[src/rtl/csio_pkg.sv]
package csio_pkg;
    typedef enum logic [1:0] {
        ST_IDLE  = 2'd0,
        ST_LOAD  = 2'd1,
        ST_SHIFT = 2'd2,
        ST_STORE = 2'd3
    } csio_state_e;
endpackage

[src/rtl/csio_sync.sv]
module csio_sync #(
    parameter int          W      = 1,
    parameter int          STAGES = 2,
    parameter logic [W-1:0] INIT  = '0
) (
    input  logic         clk,
    input  logic         rst_n,
    input  logic [W-1:0] d,
    output logic [W-1:0] q
);
    logic [W-1:0] chain [STAGES];

    for (genvar g = 0; g < STAGES; g++) begin : g_stage
        if (g == 0) begin : g_first
            always_ff @(posedge clk or negedge rst_n) begin
                if (!rst_n) chain[g] <= INIT;
                else        chain[g] <= d;
            end
        end else begin : g_next
            always_ff @(posedge clk or negedge rst_n) begin
                if (!rst_n) chain[g] <= INIT;
                else        chain[g] <= chain[g-1];
            end
        end
    end

    assign q = chain[STAGES-1];
endmodule

[src/rtl/csio_sck_master.sv]
module csio_sck_master #(
    parameter int HALF = 4
) (
    input  logic clk,
    input  logic rst_n,
    input  logic run,
    output logic sck,
    output logic rise_ev,
    output logic fall_ev
);
    localparam int DIV_W = (HALF > 1) ? $clog2(HALF) : 1;

    logic [DIV_W-1:0] div_q;
    logic             sck_q;
    logic             at_end;

    assign at_end = (div_q == DIV_W'(HALF - 1));

    always_ff @(posedge clk or negedge rst_n) begin
        if (!rst_n) begin
            div_q <= '0;
            sck_q <= 1'b1;
        end else if (!run) begin
            div_q <= '0;
            sck_q <= 1'b1;
        end else if (at_end) begin
            div_q <= '0;
            sck_q <= ~sck_q;
        end else begin
            div_q <= div_q + 1'b1;
        end
    end

    // Forced high the moment the frame ends, so an abort never leaves it low.
    assign sck     = sck_q | ~run;
    assign fall_ev = run & at_end & sck_q;
    assign rise_ev = run & at_end & ~sck_q;
endmodule

[src/rtl/csio_buffer.sv]
module csio_buffer #(
    parameter int DATA_W = 8,
    parameter int DEPTH  = 32,
    localparam int ADDR_W = $clog2(DEPTH)
) (
    input  logic              clk,
    input  logic              host_we,
    input  logic [ADDR_W-1:0] host_addr,
    input  logic [DATA_W-1:0] host_wdata,
    output logic [DATA_W-1:0] host_rdata,
    input  logic              eng_we,
    input  logic [ADDR_W-1:0] eng_addr,
    input  logic [DATA_W-1:0] eng_wdata,
    output logic [DATA_W-1:0] eng_rdata
);
    logic [DATA_W-1:0] mem [DEPTH];

    always_ff @(posedge clk) begin
        if (host_we) mem[host_addr] <= host_wdata;
        if (eng_we)  mem[eng_addr]  <= eng_wdata;
    end

    assign host_rdata = mem[host_addr];
    assign eng_rdata  = mem[eng_addr];
endmodule

[src/rtl/csio_block_xfer.sv]
module csio_block_xfer
    import csio_pkg::*;
#(
    parameter int DATA_W      = 8,
    parameter int DEPTH       = 32,
    parameter int HALF_PERIOD = 4,
    parameter int SYNC_STAGES = 2,
    localparam int ADDR_W     = $clog2(DEPTH)
) (
    input  logic              clk,
    input  logic              rst_n,
    input  logic              start,
    input  logic [ADDR_W-1:0] count_m1,
    input  logic              lsb_first,
    input  logic              master_mode,
    input  logic              cs_mode,
    input  logic              done_clr,
    input  logic              err_clr,
    input  logic              host_we,
    input  logic [ADDR_W-1:0] host_addr,
    input  logic [DATA_W-1:0] host_wdata,
    output logic [DATA_W-1:0] host_rdata,
    input  logic              sck_in,
    output logic              sck_out,
    output logic              sck_oe,
    input  logic              si,
    output logic              so,
    output logic              so_oe,
    input  logic              cs_n,
    output logic              busy,
    output logic              done,
    output logic              err
);
    localparam int CNT_W = $clog2(DATA_W + 1);

    csio_state_e state_q, state_d;

    logic [ADDR_W-1:0] addr_q, last_q;
    logic [DATA_W-1:0] tx_q, rx_q;
    logic [CNT_W-1:0]  bit_q;
    logic              done_q, err_q;

    logic [2:0] sync_q;
    logic       sck_s, si_s, cs_s, sck_prev;
    logic       m_run, m_rise, m_fall;
    logic       rise_ev, fall_ev, gate_ok, si_bit, frame_end, at_last;
    logic       eng_we;
    logic [DATA_W-1:0] eng_rdata;

    // Outside-world inputs brought into the clock domain
    csio_sync #(.W(3), .STAGES(SYNC_STAGES), .INIT(3'b101)) u_sync (
        .clk (clk),
        .rst_n (rst_n),
        .d   ({sck_in, si, cs_n}),
        .q   (sync_q)
    );
    assign {sck_s, si_s, cs_s} = sync_q;

    always_ff @(posedge clk or negedge rst_n) begin
        if (!rst_n) sck_prev <= 1'b1;
        else        sck_prev <= sck_s;
    end

    assign m_run = (state_q == ST_SHIFT) & master_mode;

    csio_sck_master #(.HALF(HALF_PERIOD)) u_sck (
        .clk     (clk),
        .rst_n   (rst_n),
        .run     (m_run),
        .sck     (sck_out),
        .rise_ev (m_rise),
        .fall_ev (m_fall)
    );

    csio_buffer #(.DATA_W(DATA_W), .DEPTH(DEPTH)) u_buf (
        .clk        (clk),
        .host_we    (host_we),
        .host_addr  (host_addr),
        .host_wdata (host_wdata),
        .host_rdata (host_rdata),
        .eng_we     (eng_we),
        .eng_addr   (addr_q),
        .eng_wdata  (rx_q),
        .eng_rdata  (eng_rdata)
    );

    assign rise_ev   = master_mode ? m_rise : (sck_s & ~sck_prev);
    assign fall_ev   = master_mode ? m_fall : (~sck_s & sck_prev);
    assign si_bit    = master_mode ? si : si_s;
    assign gate_ok   = ~cs_mode | ~cs_s;
    assign frame_end = rise_ev & (bit_q == CNT_W'(DATA_W - 1));
    assign at_last   = (addr_q == last_q);

    // State register
    always_ff @(posedge clk or negedge rst_n) begin
        if (!rst_n) state_q <= ST_IDLE;
        else        state_q <= state_d;
    end

    // Transitions
    always_comb begin
        state_d = state_q;
        unique case (state_q)
            ST_IDLE:  if (start) state_d = ST_LOAD;
            ST_LOAD:  if (gate_ok) state_d = ST_SHIFT;
            ST_SHIFT: begin
                if (!gate_ok)       state_d = ST_IDLE;
                else if (frame_end) state_d = ST_STORE;
            end
            ST_STORE: state_d = at_last ? ST_IDLE : ST_LOAD;
        endcase
    end

    // Outputs
    always_comb begin
        eng_we = (state_q == ST_STORE);
        busy   = (state_q != ST_IDLE);
        so_oe  = ~(cs_mode & cs_n);
        sck_oe = master_mode & ~(cs_mode & cs_n);
        so     = lsb_first ? tx_q[0] : tx_q[DATA_W-1];
        done   = done_q;
        err    = err_q;
    end

    // Datapath
    always_ff @(posedge clk or negedge rst_n) begin
        if (!rst_n) begin
            addr_q <= '0;
            last_q <= '0;
            tx_q   <= '0;
            rx_q   <= '0;
            bit_q  <= '0;
        end else begin
            unique case (state_q)
                ST_IDLE: if (start) begin
                    addr_q <= '0;
                    last_q <= count_m1;
                end
                ST_LOAD: begin
                    tx_q  <= eng_rdata;
                    bit_q <= '0;
                end
                ST_SHIFT: begin
                    if (rise_ev) begin
                        rx_q  <= lsb_first ? {si_bit, rx_q[DATA_W-1:1]}
                                           : {rx_q[DATA_W-2:0], si_bit};
                        bit_q <= bit_q + 1'b1;
                    end
                    if (fall_ev && bit_q != '0)
                        tx_q <= lsb_first ? {1'b0, tx_q[DATA_W-1:1]}
                                          : {tx_q[DATA_W-2:0], 1'b0};
                end
                ST_STORE: if (!at_last) addr_q <= addr_q + 1'b1;
            endcase
        end
    end

    // Sticky flags
    always_ff @(posedge clk or negedge rst_n) begin
        if (!rst_n) begin
            done_q <= 1'b0;
            err_q  <= 1'b0;
        end else begin
            if (state_q == ST_STORE && at_last) done_q <= 1'b1;
            else if (done_clr)                  done_q <= 1'b0;
            if (state_q == ST_SHIFT && !gate_ok) err_q <= 1'b1;
            else if (err_clr)                    err_q <= 1'b0;
        end
    end
endmodule

[config.mk]
export PLATFORM = sky130hd
export DESIGN_NAME = csio_block_xfer
export DESIGN_NICKNAME = d
export VERILOG_FILES = /design/src/rtl/csio_pkg.sv /design/src/rtl/csio_sync.sv /design/src/rtl/csio_sck_master.sv /design/src/rtl/csio_buffer.sv /design/src/rtl/csio_block_xfer.sv
export SDC_FILE = /design/constraint.sdc
export NUM_CORES = 1
export LEC_CHECK = 0
export BUFFER_PORTS_ARGS = -buffer_cell sky130_fd_sc_hd__buf_2
export CAP_MARGIN = 30
export CORE_MARGIN = 2
export CORE_UTILIZATION = 55
export DETAILED_ROUTE_END_ITERATION = 10
export MAX_ROUTING_LAYER = met4
export PLACE_DENSITY = 0.72
export SLEW_MARGIN = 20
export SYNTH_ARGS = -nofsm -noshare
export SYNTH_HDL_FRONTEND = slang
export SYNTH_SLANG_ARGS = --single-unit
[constraint.sdc]
create_clock -name clk -period 6.4 [get_ports clk]
set_clock_uncertainty 0.15 [all_clocks]
set_input_delay 1.28 -clock clk [delete_from_list [all_inputs] [get_ports clk]]
set_output_delay 1.28 -clock clk [all_outputs]
set_load 0.05 [all_outputs]
Word level (Yosys, flattened, before mapping):

Memory sizes are Yosys's and may differ from the RTL's.
Index checks and enable logic that the tools add are counted.

* word-level logic and storage cells: 96
* bits in writable memories: 256
* output and inout port bits: 15
* memories: 1
* input bits: 30
* bits in registers: 44

* add/sub/neg operators: 3
* equality and inequality tests: 13
* reductions and logical operators: 17
* muxes and demuxes: 31
* bitwise operators: 18

Memories
* u_buf.mem: depth 32, width 8, read ports 2, clocked after memory_dff 0, wr ports 2, line csio_buffer.sv:16 `logic [DATA_W-1:0] mem [DEPTH];`

Operators with widths (number)
* 8-bit 2-to-1 mux: 3
* 8-bit case mux with 2 select lines: 1
* 1-bit 2-to-1 mux: 15
* 2-bit 2-to-1 mux: 6
* 5-bit 2-to-1 mux: 2
* 2-bit inequality test, second input constant: 5
* 5-bit case mux with 2 select lines: 1
* 2-bit nonzero test: 5
* 1-bit AND: 9
* 2-bit case mux with 4 select lines: 1
* 4-bit case mux with 2 select lines: 1
* 2-bit AND reduction: 4
* 1-bit inverter: 7
* 2-bit equality test, second input constant: 3
* 3-bit AND reduction: 2
* 5-bit by 1-bit adder with 5-bit output, second input constant: 1
* 5-bit equality test: 1
* 4-bit by 1-bit adder with 4-bit output, second input constant: 1
* 4-bit by 3-bit equality test with 1-bit output, second input constant: 1
* 4-bit 2-to-1 mux: 1
* 4-bit nonzero test: 1
* 1-bit logical AND: 3
* 3-bit inequality test, second input constant: 1
* 2-bit by 1-bit adder with 2-bit output, second input constant: 1
* other kinds (5): 6

Longest topological paths before layout:

Gate-level depths: netlist of run 1.

* word-level depth: 9
* gate-level depth with buffers: 8
* mapped depth without buffers: 6

Modules after synthesis:

Synthesis of run 1 repeated with hierarchy kept, for this count alone.

* cells, all modules: 1409
* area total of the unflattened synthesis: 17938.5 µm²

By module, submodules not included
* csio_buffer: seq. area each 7687.4 µm², instances 1, area each 15705.1 µm², cells an instance 1192
* csio_block_xfer: seq. area each 877.1 µm², instances 1, area each 1918.1 µm², cells an instance 196
* csio_sync: seq. area each 155.1 µm², instances 1, area each 177.7 µm², cells an instance 9
* csio_sck_master: seq. area each 76.3 µm², instances 1, area each 137.6 µm², cells an instance 12

Least setup slack after synthesis of run 1:

Ideal clock, no wire load.

* kind: input -> output
* from: in host_addr[0]
* to: out host_rdata[0]
* slack: 1968 ps
* cell stages on the path: 6
* data arrival time: 3002 ps
* path buffers: 3
* data required time: 4970 ps
* cell sequence: clkbuf_1 buf_6 buf_2 mux4_2 a22oi_1 nand4_1

* cells in the longest elaborated chain, start to end: 1

RTL lines
* start, declared: line csio_block_xfer.sv:20 `input logic [ADDR_W-1:0] host_addr,`
* memory 32 x 8 bit
* end, declared: line csio_block_xfer.sv:22 `output logic [DATA_W-1:0] host_rdata,`

No other way between the ends.

Final worst setup path of run 1:

* from: in host_addr[0]
* to: out host_rdata[4]

The elaborated chain is that of the path after synthesis.

==> summary.md, run 1 <==
| Metric | Value |
|---|---|
| Critical path endpoint category | `primary output` |
| Hold violation total from the final report | `0` |
| CTS root buf | `sky130_fd_sc_hd__clkbuf_16` |
| Worst slew margin relative to its limit | `32.5%` |
| Portion of total power attributed to the clock network | `34.3%` |
| First-pass GRT wire length | `81800 um` |
| Switching part of the total | `31.4%` |
| Number of antenna violations at the first check in global routing | `2` |
| Worst skew pair latency | `0.52 ns` |
| Portion of total power attributed to combinational logic | `21.6%` |
| Cell depth of the worst flop-to-flop path | `5` |
| Synth cell count leaders | `256 x sky130_fd_sc_hd__edfxtp_1, 215 x sky130_fd_sc_hd__mux2_2, 96 x sky130_fd_sc_hd__mux4_2` |
| CTS tree | `built` |
| Critical Path RT | `4.97 ns` |
| Starting utilization of the core area | `56.0%` |
| Hold Crit Class | `flip-flop to flip-flop` |
| GRT Max-Usage Layer | `met2` |
| Number of remaining DRC errors | `0` |
| Final setup TNS | `0 ns` |
| Cell internal pwr | `3880 uW` |
| Primary flip-flop cell chosen by synthesis mapping | `sky130_fd_sc_hd__edfxtp_1` |
| Critical Path Slowest Stage Cell | `sky130_fd_sc_hd__buf_4` |
| RSZ-0062 raised after global routing | `no` |
| All-layer global routing usage | `35.4%` |
| CP max stage delay | `0.62 ns` |
| Post-detail-place hpwl | `38900 um` |
| FMAX | `0.193 GHz` |
| Shortest clock period the worst path allows after layout | `5.19 ns` |
| Boundary pin count | `45` |
| Warnings from Yosys | `0` |
| CP Cell Sequence | `buf_4, buf_4, mux4_2, a22oi_1, nand4_1, buf_2` |
| Sequential area share after synthesis | `49.7%` |
| Hold Path Depth | `0` |
| EDFF count, synth | `256` |
| Area taken by multi-input logic gates | `0.00834 mm2` |
| DR WL/cell | `35.0 um` |
| Leak | `0.00627 uW` |
| Placement Rows | `65` |
| Reg-to-reg critical path startpoint | `addr_q[1]` |
| Met1 Usage GRT | `48.4%` |
| Capture instance of the worst register-to-register path | `tx_q[5]` |
| Quantity of I/O buffers inserted on ports | `44` |
| Sequential share of power | `44.1%` |
| Die span in y | `183 um` |
| Core outline area | `0.0316 mm2` |
| Final net count | `1257` |
| Horizontal die dimension | `183 um` |
| Met3 layer usage reported by global route | `8.68%` |
| Number of diodes added for antenna fixing | `0` |
| Share of flip-flops with an asynchronous set or reset | `14.7%` |
| Initial DRC Count | `1729` |
| Average size of a mapped cell | `14.5 um2` |
| Crit Path Category | `input pin to primary output` |
| Top cell type's share of synthesized area | `43.4%` |
| Maximum net fanout on the critical path | `40` |
| Setup Buffers After CTS | `0` |
| Clock Tree Buf Depth | `3` |
| Final period utilization | `81.1%` |
| Via Count | `12000` |
| Cell type with the highest aggregate area in the netlist | `sky130_fd_sc_hd__edfxtp_1` |
| Setup violations, final | `0` |
| Nature of the critical path startpoint | `input pin` |
| Endpoint arrival time on the critical path | `3.76 ns` |
| PD cells | `295 mW/mm2` |
| Worst slew pin tran | `1.01 ns` |
| Count of state elements after synthesis | `300` |
| Number of nets in the synthesized netlist | `1262` |
| Cell types occupying the most area after synthesis | `sky130_fd_sc_hd__edfxtp_1 43%, sky130_fd_sc_hd__mux2_2 14%, sky130_fd_sc_hd__mux4_2 12%, sky130_fd_sc_hd__dfrtp_1 5.4%, sky130_fd_sc_hd__mux2i_1 4.8%` |
| Most common cell on crit path | `sky130_fd_sc_hd__buf_4` |
| Worst reg2reg setup slack | `2.92 ns` |
| Via count of the first global-routing pass | `11400` |
| Final design utilization | `60.7%` |
| Clk pin slew, worst setup/hold paths | `0.06 ns` |
| Largest net degree at the start of global routing | `57` |
| Met2 routing resource usage after global routing | `51.4%` |
| Synth Cell Area | `0.0177 mm2` |
| Via count normalized by instance count | `7.32` |
| CTS HTree Levels | `2` |
| Layout cell share with drive strength beyond 1 | `39.3%` |
| Maximum Capacitance Violations | `0` |
| Post-CTS sizing | `0` |
| GPL Wtd Cong | `1.00` |
| Run status | `complete, no violations` |
| Global route total overflow | `0` |
| Number of max-slew violations in the final report | `0` |
| Count of hold-fix buffers inserted at cts | `0` |
| Number of clock buffers inserted by TritonCTS | `34` |
| First-pass iteration count of the detailed router | `5` |
| Post-detailed-route count of antenna-violating nets | `0` |
| Gate count of the mapped netlist | `1225` |
| Area of the die | `0.0336 mm2` |
| Dominant cell by count in the synthesized netlist | `sky130_fd_sc_hd__edfxtp_1` |
| Area Overhead vs Synth | `8.51%` |
| Worst Min Path Start | `u_sync.chain[3]` |
| Layout fillers | `2458` |
| Synth unique cells | `69` |
| DRT Wirelength | `57600 um` |
| Peak supply drop | `0.232 mV` |
| End point of the most critical hold path | `u_sync.q[0]` |
| Sw power | `1780 uW` |
| Sequential cell area | `0.00881 mm2` |
| Clock Sinks | `300` |
[worst max-delay path, delay by kind of cell]
kind,cells,cell delay (ns)
buf+inv,3,1.29
mux,1,0.53
compound gates,1,0.37
simple gates,1,0.24
[worst max-delay path by stage]
stage,to,start
2_1_floorplan,host_rdata[0],host_addr[0]
3_3_place_gp,host_rdata[4],host_addr[0]
3_5_place_dp,host_rdata[4],host_addr[0]
4_1_cts,host_rdata[4],host_addr[0]
5_1_grt,host_rdata[7],host_addr[0]
6_report,host_rdata[4],host_addr[0]
[area by class of cell]
type	instances	area share [%]
Clock buffer	42	4.97
Clock inverter	17	0.716
Inverter	9	0.176
Multi-Input combinational cell	804	43.4
Sequential cell	300	45.8
Tap cell	402	2.62
Timing Repair Buffer	71	2.28
[state kept, by name (all words and copies together) (netlist names)]
| signal | flops |
|---|---|
| u_buf.mem | 256 |
| u_sync.chain | 3 |
| u_sck.sck_q | 1 |
| bit_q | 4 |
| u_sck.div_q | 2 |
| sck_prev | 1 |
| err | 1 |
| done | 1 |
| tx_q | 8 |
| rx_q | 8 |
| u_sync.q | 3 |
| last_q | 5 |
| addr_q | 5 |
| state_q | 2 |
[logic make-up (layout without fill, tap and decap cells)]
kind of cell,after synthesis,count (layout),share of synthesized area (%)
xor gates and xnor gates,8,8,0.396
and+or+nand+nor,188,188,6.55
DFF,300,300,49.7
buffers and inverters,121,139,3.25
adders and majority gates,7,7,0.495
AOI/OAI and AO/OA,157,157,5.87
muxes,444,444,33.7
[power groups by stage]
stage | registers (uW) | logic (uW) | clock network [uW]
CTS | 2490 | 1210 | 1950
global route | 2510 | 1290 | 2020
global placement | 2530 | 1190 | 0
detailed placement | 2530 | 1210 | 0
floorplan | 2330 | 1010 | 0
finish | 2500 | 1220 | 1940
[layer usage]
metal | vias to the layer above | share of wire [%] | wire length, um
met2 | 795 | 45 | 25700
met1 | 6208 | 39 | 22700
li1 | 4899 | - | -
met3 | 141 | 11 | 6510
met5 | - | 0 | 0
met4 | 0 | 4.6 | 2630
[cell usage in the layout, fill, tap and decap left out, drive strengths merged, types with 42 or more instances in the layout]
cell	synthesis	layout
mux2	263	263
edfxtp	256	256
mux4	96	96
mux2i	85	85
buf	51	71
nand2	63	63
nor2	44	44
o22ai	42	42
clkbuf	61	42
o21ai	42	42
[per-stage QoR]
| stage | instances | instance area [um2] | worst slack, ns | hold WS, ns | total power [uW] |
|---|---|---|---|---|---|
| final | 1645 | 19200 | 1.21 | 0.211 | 5660 |
| after global routing | 1645 | 19200 | 1.08 | 0.217 | 5820 |
| after CTS | 1645 | 19200 | 1.21 | 0.211 | 5650 |
| after detailed placement | 1586 | 18100 | 1.21 | 0.203 | 3740 |
| after global placement | 1585 | 18100 | 1.22 | 0.192 | 3720 |
| after floorplan | 1225 | 17700 | 1.97 | 0.181 | 3340 |
Note: power is estimated with default switching activity, not from simulation.
==> run 2: changes to the inputs <==
--- a/config.mk
+++ b/config.mk
@@ -5,13 +5,14 @@
 export SDC_FILE = /design/constraint.sdc
 export NUM_CORES = 1
 export LEC_CHECK = 0
+export ABC_AREA = 1
 export BUFFER_PORTS_ARGS = -buffer_cell sky130_fd_sc_hd__buf_2
 export CAP_MARGIN = 30
 export CORE_MARGIN = 2
 export CORE_UTILIZATION = 55
 export DETAILED_ROUTE_END_ITERATION = 10
 export MAX_ROUTING_LAYER = met4
-export PLACE_DENSITY = 0.72
+export PLACE_DENSITY = 0.74
 export SLEW_MARGIN = 20
 export SYNTH_ARGS = -nofsm -noshare
 export SYNTH_HDL_FRONTEND = slang
==> constraint.sdc (replaced) <==
create_clock -name clk -period 4.6 [get_ports clk]
set_clock_uncertainty 0.15 [all_clocks]
set_input_delay 0.92 -clock clk [delete_from_list [all_inputs] [get_ports clk]]
set_output_delay 0.92 -clock clk [all_outputs]
set_load 0.05 [all_outputs]
==> run 2 against run 1 <==
  * Utilization increased by 0.35 points
  * Area after synthesis increased by 3.7%
  * Flip-flop and latch count unchanged
  * Worst hold slack got worse by 0.0070 ns
  * Worst setup slack got worse by 0.43 ns
  * Total power increased by 68%
  * Synthesized cell count increased by 92%
  * Final cell count increased by 70%
  * Largest power group unchanged
==> summary.md, run 2 <==
| Metric | Value |
|---|---|
| Run status | `complete, no violations (unchanged)` |
| Via count normalized by instance count | `6.12 (was 7.32)` |
| Cell depth of the worst flop-to-flop path | `7 (was 5)` |
| Setup Buffers After CTS | `0 (unchanged)` |
| Critical path depth | `8 (was 6)` |
| Synth cell count leaders | `886 x sky130_fd_sc_hd__nand2_1, 268 x sky130_fd_sc_hd__o21ai_0, 256 x sky130_fd_sc_hd__edfxtp_1 (was 256 x sky130_fd_sc_hd__edfxtp_1, 215 x sky130_fd_sc_hd__mux2_2, 96 x sky130_fd_sc_hd__mux4_2)` |
| Dominant cell by count in the synthesized netlist | `sky130_fd_sc_hd__nand2_1 (was sky130_fd_sc_hd__edfxtp_1)` |
| DRT Wirelength | `62200 um (was 57600 um)` |
| Post-detail-place hpwl | `40600 um (was 38900 um)` |
| Clock Tree Buf Depth | `3 (unchanged)` |
| Final net count | `2366 (was 1257)` |
| Starting utilization of the core area | `56.1% (was 56.0%)` |
| Cell type with the highest aggregate area in the netlist | `sky130_fd_sc_hd__edfxtp_1 (unchanged)` |
| Sequential area share after synthesis | `47.9% (was 49.7%)` |
| Placement Rows | `66 (was 65)` |
| Via Count | `17100 (was 12000)` |
| Worst reg2reg setup slack | `1.33 ns (was 2.92 ns)` |
| EDFF count, synth | `256 (unchanged)` |
| Largest net degree at the start of global routing | `92 (was 57)` |
| Met1 layer wirelength in the final routing | `22700 um (about the same)` |
| DR WL/cell | `22.2 um (was 35.0 um)` |
| Number of diodes added for antenna fixing | `0 (unchanged)` |
| Clk pin slew, worst setup/hold paths | `0.06 ns (about the same)` |
| Cell Count, Final, Fillers Out | `2798 (was 1645)` |
| Number of nets in the synthesized netlist | `2395 (was 1262)` |
| Quantity of I/O buffers inserted on ports | `44 (unchanged)` |
| Worst slew pin tran | `1.05 ns (was 1.01 ns)` |
| Via count of the first global-routing pass | `15700 (was 11400)` |
| Final setup TNS | `0 ns (unchanged)` |
| Number of flip-flops in the largest register | `256 (unchanged)` |
| Placed Instance Area | `0.0189 mm2 (was 0.0181 mm2)` |
| Highest-count cells in the layout ignoring fill and taps | `886 x sky130_fd_sc_hd__nand2_1, 267 x sky130_fd_sc_hd__o21ai_0, 256 x sky130_fd_sc_hd__edfxtp_1 (was 256 x sky130_fd_sc_hd__edfxtp_1, 215 x sky130_fd_sc_hd__mux2_2, 96 x sky130_fd_sc_hd__mux4_2)` |
| Hold Crit Class | `flip-flop to flip-flop (unchanged)` |
| CP max stage delay | `0.69 ns (was 0.62 ns)` |
| Critical Path RT | `3.53 ns (was 4.97 ns)` |
| Worst slew margin relative to its limit | `29.6% (was 32.5%)` |
| Boundary pin count | `45 (unchanged)` |
| Inst Count DP | `2733 (was 1586)` |
| RSZ-0062 raised after global routing | `no (unchanged)` |
| Area of the die | `0.0348 mm2 (was 0.0336 mm2)` |
| Shortest clock period the worst path allows after layout | `3.82 ns` |
| Leak | `0.00895 uW (was 0.00627 uW)` |
| Endpoint arrival time on the critical path | `2.75 ns (was 3.76 ns)` |
| All-layer global routing usage | `36.1% (was 35.4%)` |
| Maximum Capacitance Violations | `0 (unchanged)` |
| Registers with the highest flip-flop counts | `u_buf.mem: 256 flops, rx_q: 8 flops, tx_q: 8 flops (unchanged)` |
| Number of remaining DRC errors | `0 (unchanged)` |
| Core outline area | `0.0327 mm2 (was 0.0316 mm2)` |
| Layout cell share with drive strength beyond 1 | `9.85% (was 39.3%)` |
| Primary flip-flop cell chosen by synthesis mapping | `sky130_fd_sc_hd__edfxtp_1 (unchanged)` |
| Hold Path Depth | `0 (unchanged)` |
| Nature of the critical path startpoint | `input pin (unchanged)` |
| Average size of a mapped cell | `7.78 um2 (was 14.5 um2)` |
| Family of cells with the greatest summed delay on the critical path | `simple AND/OR/NAND/NOR gates (was buffers and inverters)` |
| Detailed-routed wire length on met2 | `27300 um (was 25700 um)` |
| FMAX | `0.261 GHz` |
| PD cells | `475 mW/mm2 (was 295 mW/mm2)` |
| Cell types occupying the most area after synthesis | `sky130_fd_sc_hd__edfxtp_1 42%, sky130_fd_sc_hd__nand2_1 18%, sky130_fd_sc_hd__o21ai_0 7.3%, sky130_fd_sc_hd__a22oi_1 5.2%, sky130_fd_sc_hd__dfrtp_1 5.2% (was sky130_fd_sc_hd__edfxtp_1 43%, sky130_fd_sc_hd__mux2_2 14%, sky130_fd_sc_hd__mux4_2 12%, sky130_fd_sc_hd__dfrtp_1 5.4%, sky130_fd_sc_hd__mux2i_1 4.8%)` |
| Critical path buffer and inverter count | `3 (unchanged)` |
| Horizontal die dimension | `187 um (was 183 um)` |
| Synth Cell Area | `0.0184 mm2 (was 0.0177 mm2)` |
| Most common cell on crit path | `sky130_fd_sc_hd__nand2_1 (was sky130_fd_sc_hd__buf_4)` |
| First-pass GRT wire length | `93300 um (was 81800 um)` |
| Clock Sinks | `300 (unchanged)` |
| Post-CTS sizing | `0 (unchanged)` |
| Hold violation total from the final report | `0 (unchanged)` |
| Most common library cell in the layout ignoring fill and taps | `sky130_fd_sc_hd__nand2_1 (was sky130_fd_sc_hd__edfxtp_1)` |
| Area Overhead vs Synth | `8.83% (was 8.51%)` |
| Final period utilization | `83.1%` |
| Gate count of the mapped netlist | `2358 (was 1225)` |
| Number of antenna violations at the first check in global routing | `0 (was 2)` |
| Critical path endpoint category | `primary output (unchanged)` |
| Count of state elements after synthesis | `300 (unchanged)` |
| CTS root buf | `sky130_fd_sc_hd__clkbuf_16 (unchanged)` |
| Global route total overflow | `0 (unchanged)` |
| Maximum net fanout on the critical path | `9 (was 40)` |
| Register name with the most flops | `u_buf.mem (unchanged)` |
| Post-route standard cell area excluding fillers | `0.0200 mm2 (was 0.0192 mm2)` |
| Number of clock buffers inserted by TritonCTS | `35 (was 34)` |
| Number of max-slew violations in the final report | `0 (unchanged)` |
| Critical Path Source | `host_addr[3] (was host_addr[0])` |
| Worst skew pair latency | `0.53 ns (was 0.52 ns)` |
| Worst Min Path Start | `u_sync.chain[3] (unchanged)` |
| Crit Path Category | `input pin to primary output (unchanged)` |
| CP Cell Sequence | `buf_2, inv_1, nor3_2, nand2_1, nand2_1, nor2_1, nand2_1, buf_2 (was buf_4, buf_4, mux4_2, a22oi_1, nand4_1, buf_2)` |
| Top cell type's share of synthesized area | `41.9% (was 43.4%)` |
| Peak supply drop | `0.510 mV (was 0.232 mV)` |
| Die span in y | `187 um (was 183 um)` |
| Reg-to-reg critical path startpoint | `addr_q[0] (was addr_q[1])` |
| Met3 wire length | `8900 um (was 6510 um)` |
| Setup violations, final | `0 (unchanged)` |
| Warnings from Yosys | `0 (unchanged)` |
| GPL Wtd Cong | `1.02 (was 1.00)` |
| First-pass iteration count of the detailed router | `6 (was 5)` |
| Count of hold-fix buffers inserted at cts | `0 (unchanged)` |
| CTS HTree Levels | `2 (unchanged)` |
| Layout fillers | `2858 (was 2458)` |
| Post-detailed-route count of antenna-violating nets | `0 (unchanged)` |
| CTS tree | `built (unchanged)` |
| Initial DRC Count | `2596 (was 1729)` |
| Share of flip-flops with an asynchronous set or reset | `14.7% (unchanged)` |
| Synth unique cells | `41 (was 69)` |
| Top routing layer in use | `met4 (unchanged)` |
| Critical Path Slowest Stage Cell | `sky130_fd_sc_hd__nor3_2 (was sky130_fd_sc_hd__buf_4)` |
[run 2: final timing paths]
check                                        end
worst min register to register       u_sync.q[0]
worst max register to register  u_buf.mem[10][2]
min in group asynchronous                    err
max in group asynchronous              addr_q[0]
worst min-delay path                 u_sync.q[0]
worst max-delay path               host_rdata[0]
[run 2: cells by family (layout without fill, tap and decap cells)]
| kind of cell | after synthesis | in the layout | synth area share, % |
|---|---|---|---|
| AOI/OAI and AO/OA | 500 | 500 | 15.8 |
| xor gates and xnor gates | 4 | 4 | 0.191 |
| adders and majority gates | 7 | 7 | 0.477 |
| buffers and inverters | 397 | 395 | 9.62 |
| DFF | 300 | 300 | 47.9 |
| muxes | 1 | 1 | 0.0546 |
| and+or+nand+nor | 1149 | 1149 | 26.0 |
[run 2: worst register-to-register path: stages (launching register included)]
cell and delay, ns:
sky130_fd_sc_hd__dfrtp_4 0.70, sky130_fd_sc_hd__inv_4 0.47, sky130_fd_sc_hd__ha_1 0.25, sky130_fd_sc_hd__nand2_2 0.16, sky130_fd_sc_hd__inv_2 0.38, sky130_fd_sc_hd__nand2_2 0.30, sky130_fd_sc_hd__o21ai_0 0.33, sky130_fd_sc_hd__buf_4 0.25
[run 2: power breakdown]
part,internal (uW),leakage [uW],switching [uW]
registers,3160,0.00285,353
clock network,1560,0.000546,1140
logic,872,0.00556,2400
[run 2: metal layers]
layer / vias to the layer above / global-route usage, %
met5: - / -
met4: 0 / 16.6
met1: 7786 / 47.0
met2: 1337 / 54.0
met3: 245 / 7.84
li1: 7750 / -
[run 2: cell type report]
class / instances / area [um2] / area share (%)
timing repair buffer: 100 / 803 / 4.02
multi-input combinational: 1661 / 7820 / 39.1
clock inverter: 20 / 129 / 0.645
inverter: 231 / 895 / 4.48
clock buffer: 44 / 973 / 4.87
tap: 442 / 553 / 2.77
sequential: 300 / 8800 / 44.1
[run 2: metrics by stage]
| step | setup slack (ns) | hold slack, ns | util (%) | total power, uW |
|---|---|---|---|---|
| global route | 0.816 | 0.211 | 61.1 | 9820 |
| CTS | 0.910 | 0.205 | 61.0 | 9340 |
| finish | 0.776 | 0.204 | 61.1 | 9490 |
| detailed placement | 0.911 | 0.188 | 57.7 | 6690 |
| global placement | 0.900 | 0.194 | 57.2 | 6470 |
| floorplan | 1.30 | 0.181 | - | 5490 |
